## config.mk

```make
export PLATFORM = sky130hd
export DESIGN_NAME = wfm_scrub
export DESIGN_NICKNAME = d
export VERILOG_FILES = /design/src/rtl/wfm_pkg.sv /design/src/rtl/wfm_bit_sub.sv /design/src/rtl/wfm_mode_sel.sv /design/src/rtl/wfm_fault_ctr.sv /design/src/rtl/wfm_scrub.sv
export SDC_FILE = /design/constraint.sdc
export NUM_CORES = 1
export LEC_CHECK = 0
export BUFFER_PORTS_ARGS = -buffer_cell sky130_fd_sc_hd__buf_4
export CAP_MARGIN = 20
export CORE_UTILIZATION = 50
export CTS_BUF_LIST = sky130_fd_sc_hd__clkbuf_16
export CTS_CLUSTER_SIZE = 20
export DETAILED_ROUTE_END_ITERATION = 6
export PLACE_DENSITY = 0.75
export SLEW_MARGIN = 10
export SYNTH_ARGS = -nofsm -noshare
export SYNTH_HDL_FRONTEND = slang
export SYNTH_HIERARCHICAL = 1
export SYNTH_SLANG_ARGS = --single-unit
```

## constraint.sdc

```tcl
create_clock -name clk_i -period 2.6 [get_ports clk_i]
set_input_delay 0.39 -clock clk_i [delete_from_list [all_inputs] [get_ports clk_i]]
set_output_delay 0.39 -clock clk_i [all_outputs]
set_load 0.02 [all_outputs]
```

## src/rtl/wfm_pkg.sv

```systemverilog
package wfm_pkg;
   typedef enum logic [1:0] {
      WFM_PASS   = 2'd0,
      WFM_WORD   = 2'd1,
      WFM_BIT    = 2'd2,
      WFM_BIT_SZ = 2'd3
   } wfm_mode_e;
endpackage

```

## src/rtl/wfm_bit_sub.sv

```systemverilog
// One two-input multiplexer per bit, selected by that bit's flag; the
// sign bit itself is always passed as read.
module wfm_bit_sub #(
   parameter int W = 8
) (
   input  logic [W-1:0] data_i,
   input  logic [W-1:0] flag_i,
   output logic [W-1:0] data_o
);
   localparam int SGN = W - 1;

   for (genvar b = 0; b < W; b++) begin : g_bit
      if (b == SGN) begin : g_sign
         assign data_o[b] = data_i[b];
      end else begin : g_mag
         assign data_o[b] = flag_i[b] ? data_i[SGN] : data_i[b];
      end
   end
endmodule

```

## src/rtl/wfm_mode_sel.sv

```systemverilog
module wfm_mode_sel
   import wfm_pkg::*;
#(
   parameter int W = 8
) (
   input  wfm_mode_e    mode_i,
   input  logic [W-1:0] data_i,
   input  logic [W-1:0] flag_i,
   input  logic [W-1:0] bitsub_i,
   output logic [W-1:0] data_o,
   output logic         any_o
);
   localparam int SGN = W - 1;

   assign any_o = |flag_i;

   always_comb begin
      unique case (mode_i)
         WFM_PASS:   data_o = data_i;
         WFM_WORD:   data_o = any_o ? '0 : data_i;
         WFM_BIT:    data_o = bitsub_i;
         WFM_BIT_SZ: data_o = flag_i[SGN] ? '0 : bitsub_i;
         default:    data_o = data_i;
      endcase
   end
endmodule

```

## src/rtl/wfm_fault_ctr.sv

```systemverilog
module wfm_fault_ctr #(
   parameter int CNT_W = 16
) (
   input  logic             clk_i,
   input  logic             rst_ni,
   input  logic             inc_i,
   output logic [CNT_W-1:0] cnt_o
);
   localparam logic [CNT_W-1:0] CNT_MAX = '1;

   always_ff @(posedge clk_i) begin
      if (!rst_ni)
         cnt_o <= '0;
      else if (inc_i && (cnt_o != CNT_MAX))
         cnt_o <= cnt_o + 1'b1;
   end
endmodule

```

## src/rtl/wfm_scrub.sv

```systemverilog
module wfm_scrub
   import wfm_pkg::*;
#(
   parameter int W     = 8,
   parameter int CNT_W = 16
) (
   input  logic             clk_i,
   input  logic             rst_ni,
   input  logic             vld_i,
   input  logic [1:0]       mode_i,
   input  logic [W-1:0]     wt_i,
   input  logic [W-1:0]     flag_i,
   output logic             vld_o,
   output logic [W-1:0]     wt_o,
   output logic             fault_o,
   output logic [CNT_W-1:0] fault_cnt_o
);
   if (W < 2) begin : g_bad_w
      $error("wfm_scrub: W must be at least 2");
   end
   if (CNT_W < 1) begin : g_bad_cnt
      $error("wfm_scrub: CNT_W must be at least 1");
   end

   wfm_mode_e    mode;
   logic [W-1:0] bitsub;
   logic [W-1:0] masked;
   logic         any_flag;

   assign mode = wfm_mode_e'(mode_i);

   wfm_bit_sub #(.W(W)) u_bit_sub (
      .data_i (wt_i),
      .flag_i (flag_i),
      .data_o (bitsub)
   );

   wfm_mode_sel #(.W(W)) u_mode_sel (
      .mode_i   (mode),
      .data_i   (wt_i),
      .flag_i   (flag_i),
      .bitsub_i (bitsub),
      .data_o   (masked),
      .any_o    (any_flag)
   );

   wfm_fault_ctr #(.CNT_W(CNT_W)) u_ctr (
      .clk_i  (clk_i),
      .rst_ni (rst_ni),
      .inc_i  (vld_i && any_flag),
      .cnt_o  (fault_cnt_o)
   );

   always_ff @(posedge clk_i) begin
      if (!rst_ni) begin
         vld_o   <= 1'b0;
         fault_o <= 1'b0;
         wt_o    <= '0;
      end else begin
         vld_o   <= vld_i;
         fault_o <= vld_i && any_flag;
         if (vld_i)
            wt_o <= masked;
      end
   end
endmodule

```

==> impl_metrics.py, run 1 <==
metrics = {
    "synthesis": {
        "synth_warnings": 6,
        "synth-edff-count": 0,
        "synth_area_leader_cell": "dfxtp_1",
        "synth_most_common_cell": "dfxtp_1",
        "synthSimpleGateAreaFrac": 0.308,
        "ys_seq_area_frac": 0.324,
        "ys_ff_latch": 26,
        "syn-num-nets": 198,
        "synthFlopType": "dfxtp_1",
        "synthCells": 176,
        "syn_area_um2": 1610,
        "async_reset_ff_frac": 0,
        "synth_top_family_by_area": "simple AND/OR/NAND/NOR gates",
        "yosys-top-cells-count": "dfxtp_1 (26), mux2i_1 (19), nor2b_1 (17)",
        "synth_xor_area_frac": 0.0109,
        "synth-compound-area-share": 0.140,
        "synthTopCellsByArea": "dfxtp_1 (32%), mux2i_1 (12%), nor2b_1 (6.6%)",
        "synth_fa_ha_area_frac": 0.00779,
        "synth_top_area_frac": 0.324,
        "synth.distinct_cells": 41,
        "synth.mux.area_fraction": 0.167,
        "avgSynthCellArea_um2": 9.13,
    },
    "setup_path": {
        "regToRegSetupSlack_ps": 700,
        "critPathLaunch": "flag_i[2]",
        "reg2reg_to": "u_ctr/cnt_o[1]",
        "arrival_ps": 2200,
        "ff2ff_path_depth": 6,
        "max_stage_delay_ps": 570,
        "crit_family": "simple AND/OR/NAND/NOR gates",
        "path_cells": "buf_4 -> or4_4 -> nor2_8 -> inv_1 -> and2_2 -> and4_1 -> o41ai_1 -> or3_1 -> a21oi_1",
        "critPathSlowestCell": "or4_4",
        "timing.rr.start": "u_ctr/cnt_o[0]",
        "crit_end": "u_ctr/cnt_o[6]",
        "critical_path_depth": 9,
        "crit_required_ps": 2730,
        "cp-start-kind": "input port",
        "endpoint_kind": "register",
        "critical_path_class": "input port to register",
        "crit_fanout": 9,
        "critPathBufInv": 2,
    },
    "power": {
        "p_total_mw": 0.918,
        "net-switching-power_mw": 0.223,
        "p_int_mw": 0.695,
        "powerDensity_nw_per_um2": 449,
        "ir_drop_mv": 0.453,
        "swShare": 0.242,
        "clock_power_share": 0.376,
        "pwr-share-comb": 0.169,
        "seqPwrFrac": 0.455,
        "p_leak_nw": 0.858,
    },
    "timing": {
        "finalClockSkew_ps": 2.84,
        "grt_setup_unrepaired": "no",
        "slew_headroom": 0.581,
        "hold_viol": 0,
        "tns_ps": 0,
        "setup_viol": 0,
        "post-route-period-util": 0.795,
        "layout_setup_ws_ps": 534,
        "worst_pin_slew_ps": 623,
        "max_freq_mhz": 484,
        "post-route-min-period_ps": 2070,
        "finalMaxSlewViolations": 0,
    },
    "hold_path": {
        "min_path_type": "input port to register",
    },
    "grt": {
        "antenna_found_initial": 0,
        "gr-total-overflow": 0,
        "first_global_vias": 1378,
        "grt.total_usage": 0.232,
        "grt_max_degree": 18,
        "grt_first_pass_wirelength_mm": 6.27,
    },
    "final_layout": {
        "stdcell_count": 263,
        "fill_cells": 274,
        "nNetsFinal": 242,
        "num_antenna_cells": 0,
        "area_growth_pct": 27.3,
        "drive_above_1_share": 0.329,
    },
    "clock_tree": {
        "clk_path_buf_depth": 2,
        "cts_htree_levels": 1,
        "cts.sinks": 26,
        "cts_tree": "built",
        "cts.clk_slew.worst_paths_ps": 70,
        "hold_buffers": 0,
        "post_cts_buffers": 0,
        "ctsResizeCount": 0,
        "clk_latency_ps": 260,
        "clockRootBuffer": "clkbuf_16",
        "numCtsBuffers": 3,
    },
    "placed_design": {
        "io_buffers": 46,
        "gp_congestion": 0.835,
        "dp_cells": 259,
        "dp_slack_ps": 287,
        "dp_hpwl_mm": 2.72,
    },
    "floorplanning": {
        "dieArea_um2": 3440,
        "design.core.area_um2": 3050,
        "fp.dieH_um": 58.7,
        "pin_count": 47,
        "rows": 20,
        "start_util": 0.526,
        "fp.dieW_um": 58.7,
    },
    "route": {
        "drt_iter0_drc": 59,
        "ant_nets": 0,
        "vias_per_cell": 5.67,
        "wl_per_cell_um": 14.3,
        "drc": 0,
        "vias": 1490,
        "drt_pass1_iterations": 4,
        "routed_wl_mm": 3.76,
    },
    "run_status": {
        "status": "completed",
    },
    "run": {
        "maxCapViolCount": 0,
    },
}
## power groups by stage
stage,Combinational [mW],Sequential [mW],Clock (mW)
6_report,0.155,0.418,0.345
5_1_grt,0.168,0.419,0.366
4_1_cts,0.155,0.418,0.354
3_5_place_dp,0.154,0.427,0
3_3_place_gp,0.148,0.426,0
2_1_floorplan,0.0809,0.440,0
## worst reg2reg max path: cells and delay by family, from the launching register on
kind | cells | cell delay [ps]
AND/OR/NAND/NOR | 2 | 620
adder cells (fa/ha/maj) | 1 | 270
flip-flops | 1 | 400
buffers and inverters | 1 | 280
AO/OA/AOI/OAI | 2 | 250
## how the worst min path moves through the flow
stage	startpoint	to	slack, ps	cells past startpoint
CTS	rst_ni	u_ctr/cnt_o[10]	450	2
detailed placement	wt_o[4]	wt_o[4]	510	2
global placement	wt_o[0]	wt_o[0]	500	2
floorplan	rst_ni	wt_o[0]	520	1
finish	rst_ni	u_ctr/cnt_o[10]	460	2
global route	rst_ni	u_ctr/cnt_o[10]	480	2
## cells in the final DEF (no fill, tap or decap), drive strengths merged, types with 3 or more instances in the layout
cell,count
or3,3
nor4,4
mux2i,19
dfxtp,26
nor2,14
inv,5
o31ai,5
nand3,6
or4,7
a221o,8
nor2b,17
a21oi,9
nand2,10
and4,3
nand4,4
mux2,7
o21ai,4
clkbuf,3
buf,47
## final cells by class
cell class / instances / area, um2 / area share
Inverter: 5 / 18.8 / 0.00918
Multi-Input combinational cell: 137 / 1020 / 0.498
Clock inverter: 1 / 3.75 / 0.00184
Tap cell: 44 / 55.1 / 0.0269
Sequential cell: 26 / 520 / 0.255
Timing Repair Buffer: 47 / 353 / 0.173
Clock buffer: 3 / 75.1 / 0.0367
## per-layer routing
metal | track usage | vias to the layer above | part of all wire
met5 | 0 | - | 0
met4 | 0.0476 | 0 | 0.0027
met3 | 0.0330 | 2 | 0.038
met2 | 0.383 | 40 | 0.50
met1 | 0.325 | 710 | 0.46
li1 | - | 738 | -
## metrics by stage
step | instance area (um2) | utilization | hold slack [ps]
floorplan | 1610 | - | 518
global placement | 1970 | 0.644 | 497
detailed placement | 1970 | 0.644 | 510
CTS | 2040 | 0.670 | 454
global route | 2040 | 0.670 | 476
finish | 2040 | 0.670 | 456
## kinds of logic after synthesis
group	after synthesis
fa+ha+maj	1
xor+xnor	2
simple gates	78
compound gates	30
mux	26
flops	26
buf+inv	13
## sequential cells by signal, summed over array words and instances (netlist names)
register and flops:
wt_o 8, vld_o 1, u_ctr/cnt_o 16, fault_o 1
Power figures use the tool's default switching activity.
==> inputs of run 2 (changes only) <==
--- a/config.mk
+++ b/config.mk
@@ -5,13 +5,14 @@
 export SDC_FILE = /design/constraint.sdc
 export NUM_CORES = 1
 export LEC_CHECK = 0
+export ABC_AREA = 1
 export BUFFER_PORTS_ARGS = -buffer_cell sky130_fd_sc_hd__buf_4
 export CAP_MARGIN = 20
-export CORE_UTILIZATION = 50
+export CORE_UTILIZATION = 47
 export CTS_BUF_LIST = sky130_fd_sc_hd__clkbuf_16
 export CTS_CLUSTER_SIZE = 20
 export DETAILED_ROUTE_END_ITERATION = 6
-export PLACE_DENSITY = 0.75
+export PLACE_DENSITY = 0.73
 export SLEW_MARGIN = 10
 export SYNTH_ARGS = -nofsm -noshare
 export SYNTH_HDL_FRONTEND = slang
==> constraint.sdc (replaced) <==
create_clock -name clk_i -period 1.8 [get_ports clk_i]
set_input_delay 0.27 -clock clk_i [delete_from_list [all_inputs] [get_ports clk_i]]
set_output_delay 0.27 -clock clk_i [all_outputs]
set_load 0.02 [all_outputs]
==> run 2 against run 1 <==
Non-clock buffer count is 1 higher. Synthesized area is 8.3% higher. Register-to-register slack worse by 400 ps. Critical endpoint is now u_ctr/cnt_o[5]. Combinational power is 43% higher. Largest cell class unchanged. Synthesized cell count grew 60%. Hold slack worse by 100 ps.
==> impl_metrics.py, run 2 <==
metrics = {
    "timing": {
        "hold_viol": 0,
        "post-route-min-period_ps": 1500,
        "slew_headroom": 0.785,
        "layout_setup_ws_ps": 304,
        "post-route-period-util": 0.831,
        "tns_ps": 0,
        "grt_setup_unrepaired": "no",
        "setup_viol": 0,
        "finalClockSkew_ps": 2.14,
        "fin_hold_ws_ps": 352,
        "finalMaxSlewViolations": 0,
        "worst_pin_slew_ps": 323,
        "max_freq_mhz": 668,
    },
    "power": {
        "p_total_mw": 1.48,
        "powerDensity_nw_per_um2": 680,
        "ir_drop_mv": 0.418,
        "p_leak_nw": 1.12,
    },
    "setup_path": {
        "critical_path_class": "register to register",
        "max_stage_delay_ps": 410,
        "endpoint_kind": "register",
        "crit_fanout": 5,
        "path_cells": "ha_1 -> inv_1 -> nor2_4 -> nand4_1 -> a21oi_1 -> nor2_1",
        "critPathSlowestCell": "dfxtp_1",
        "crit_required_ps": 1960,
        "timing.rr.start": "u_ctr/cnt_o[0]",
        "regToRegSetupSlack_ps": 300,
        "cp-start-kind": "register",
        "arrival_ps": 1650,
        "critPathLaunch": "u_ctr/cnt_o[0]",
    },
    "final_layout": {
        "layout_common_cells": "nand2_1 (91), nor2_1 (56), buf_4 (48)",
        "final_common_cell": "nand2_1",
        "nNetsFinal": 349,
        "num_antenna_cells": 0,
        "regArea_um2": 520,
        "largest-register": "u_ctr/cnt_o",
        "drive_above_1_share": 0.236,
        "reg_top3": "u_ctr/cnt_o: 16 flops, wt_o: 8 flops",
        "utilization": 0.631,
        "largest_reg_flops": 16,
        "area_growth_pct": 24.7,
        "multi_input_area_um2": 1020,
        "stdcell_count": 372,
        "fill_cells": 353,
        "final_area_um2": 2170,
    },
    "floorplanning": {
        "pin_count": 47,
        "rows": 21,
        "fp.dieW_um": 62.9,
        "fp.dieH_um": 62.9,
        "start_util": 0.506,
        "design.core.area_um2": 3440,
        "dieArea_um2": 3950,
    },
    "route": {
        "wl_per_cell_um": 10.3,
        "drt_iter0_drc": 93,
        "routed_wl_mm": 3.83,
        "vias": 1807,
        "vias_per_cell": 4.86,
        "drt_pass1_iterations": 4,
        "drc": 0,
        "ant_nets": 0,
    },
    "synthesis": {
        "synth.distinct_cells": 22,
        "syn-num-nets": 304,
        "ys_ff_latch": 26,
        "synth_area_leader_cell": "dfxtp_1",
        "synthFlopType": "dfxtp_1",
        "synth_top_area_frac": 0.299,
        "ys_seq_area_frac": 0.299,
        "synthTopCellsByArea": "dfxtp_1 (30%), nand2_1 (20%), nor2_1 (12%)",
        "synth_most_common_cell": "nand2_1",
        "avgSynthCellArea_um2": 6.17,
        "synth-edff-count": 0,
        "async_reset_ff_frac": 0,
        "synthCells": 282,
        "synth_warnings": 6,
        "syn_area_um2": 1740,
        "yosys-top-cells-count": "nand2_1 (91), nor2_1 (56), nand3_1 (36)",
    },
    "clock_tree": {
        "cts_tree": "built",
        "hold_buffers": 0,
        "ctsResizeCount": 0,
        "clockRootBuffer": "clkbuf_16",
        "cts.clk_slew.worst_paths_ps": 70,
        "cts.sinks": 26,
        "numCtsBuffers": 3,
        "post_cts_buffers": 0,
        "clk_latency_ps": 260,
        "clk_path_buf_depth": 2,
        "cts_htree_levels": 1,
    },
    "placed_design": {
        "placed_area_um2": 2070,
        "dp_cells": 368,
        "gp_congestion": 0.896,
        "dp_slack_ps": 185,
        "dp_hpwl_mm": 2.90,
        "io_buffers": 46,
    },
    "grt": {
        "gr-total-overflow": 0,
        "first_global_vias": 1659,
        "grt_max_degree": 26,
        "grt.total_usage": 0.210,
        "grt_first_pass_wirelength_mm": 6.73,
        "antenna_found_initial": 0,
    },
    "run": {
        "maxCapViolCount": 0,
    },
    "hold_path": {
        "worstHoldStart": "vld_i",
        "min_path_type": "input port to register",
    },
    "run_status": {
        "status": "completed",
    },
}
==> run 2: changes by cell type in the layout (fill, tap and decap cells not counted), sizes merged, moves of 3 or more <==
cell	before	now
a221o	8	0
and4	3	0
inv	5	29
mux2	7	0
mux2i	19	0
nand2	10	98
nand3	6	36
nor2	14	72
nor2b	17	0
nor4	4	0
o21ai	4	0
o31ai	5	0
or3	3	0
or4	7	0
==> run 2: per-layer routing <==
layer / global-route usage / vias to the layer above / wire (um)
met2: 0.365 / 45 / 1840
li1: - / 956 / -
met1: 0.241 / 796 / 1720
met4: 0.113 / 0 / 98
met5: 0 / - / 0
met3: 0.0401 / 10 / 174
==> run 2: worst max-delay path, delay by kind of cell, from the launching register on <==
family          cells  cell delay (ps)
compound gates      1              200
flops               1              410
fa+ha+maj           1              210
simple gates        3              500
buf+inv             1               70
==> run 2: layout make-up <==
class                           count  share of cell area
Clock buffer                        3              0.0346
Clock inverter                      1              0.0138
Sequential cell                    26               0.240
Inverter                           29              0.0501
Timing Repair Buffer               48               0.166
Multi-Input combinational cell    219               0.469
Tap cell                           46              0.0265
==> run 2: worst paths after layout <==
| kind | cells after the start | to |
|---|---|---|
| setup / recovery | 6 | u_ctr/cnt_o[5] |
| hold / removal | 3 | vld_o |
| setup reg to reg | 6 | u_ctr/cnt_o[5] |
| hold reg to reg | 2 | wt_o[0] |
==> run 2: cell families after synthesis <==
| logic type | synth area share |
|---|---|
| buf+inv | 0.116 |
| fa+ha+maj | 0.00719 |
| compound gates | 0.0201 |
| simple gates | 0.558 |
| flops | 0.299 |
==> run 2: power breakdown <==
group / internal (mW) / switching, mW / leakage (nW)
logic: 0.0939 / 0.127 / 0.853
registers: 0.594 / 0.0126 / 0.212
clock network: 0.443 / 0.206 / 0.0511
total: 1.13 / 0.345 / 1.12
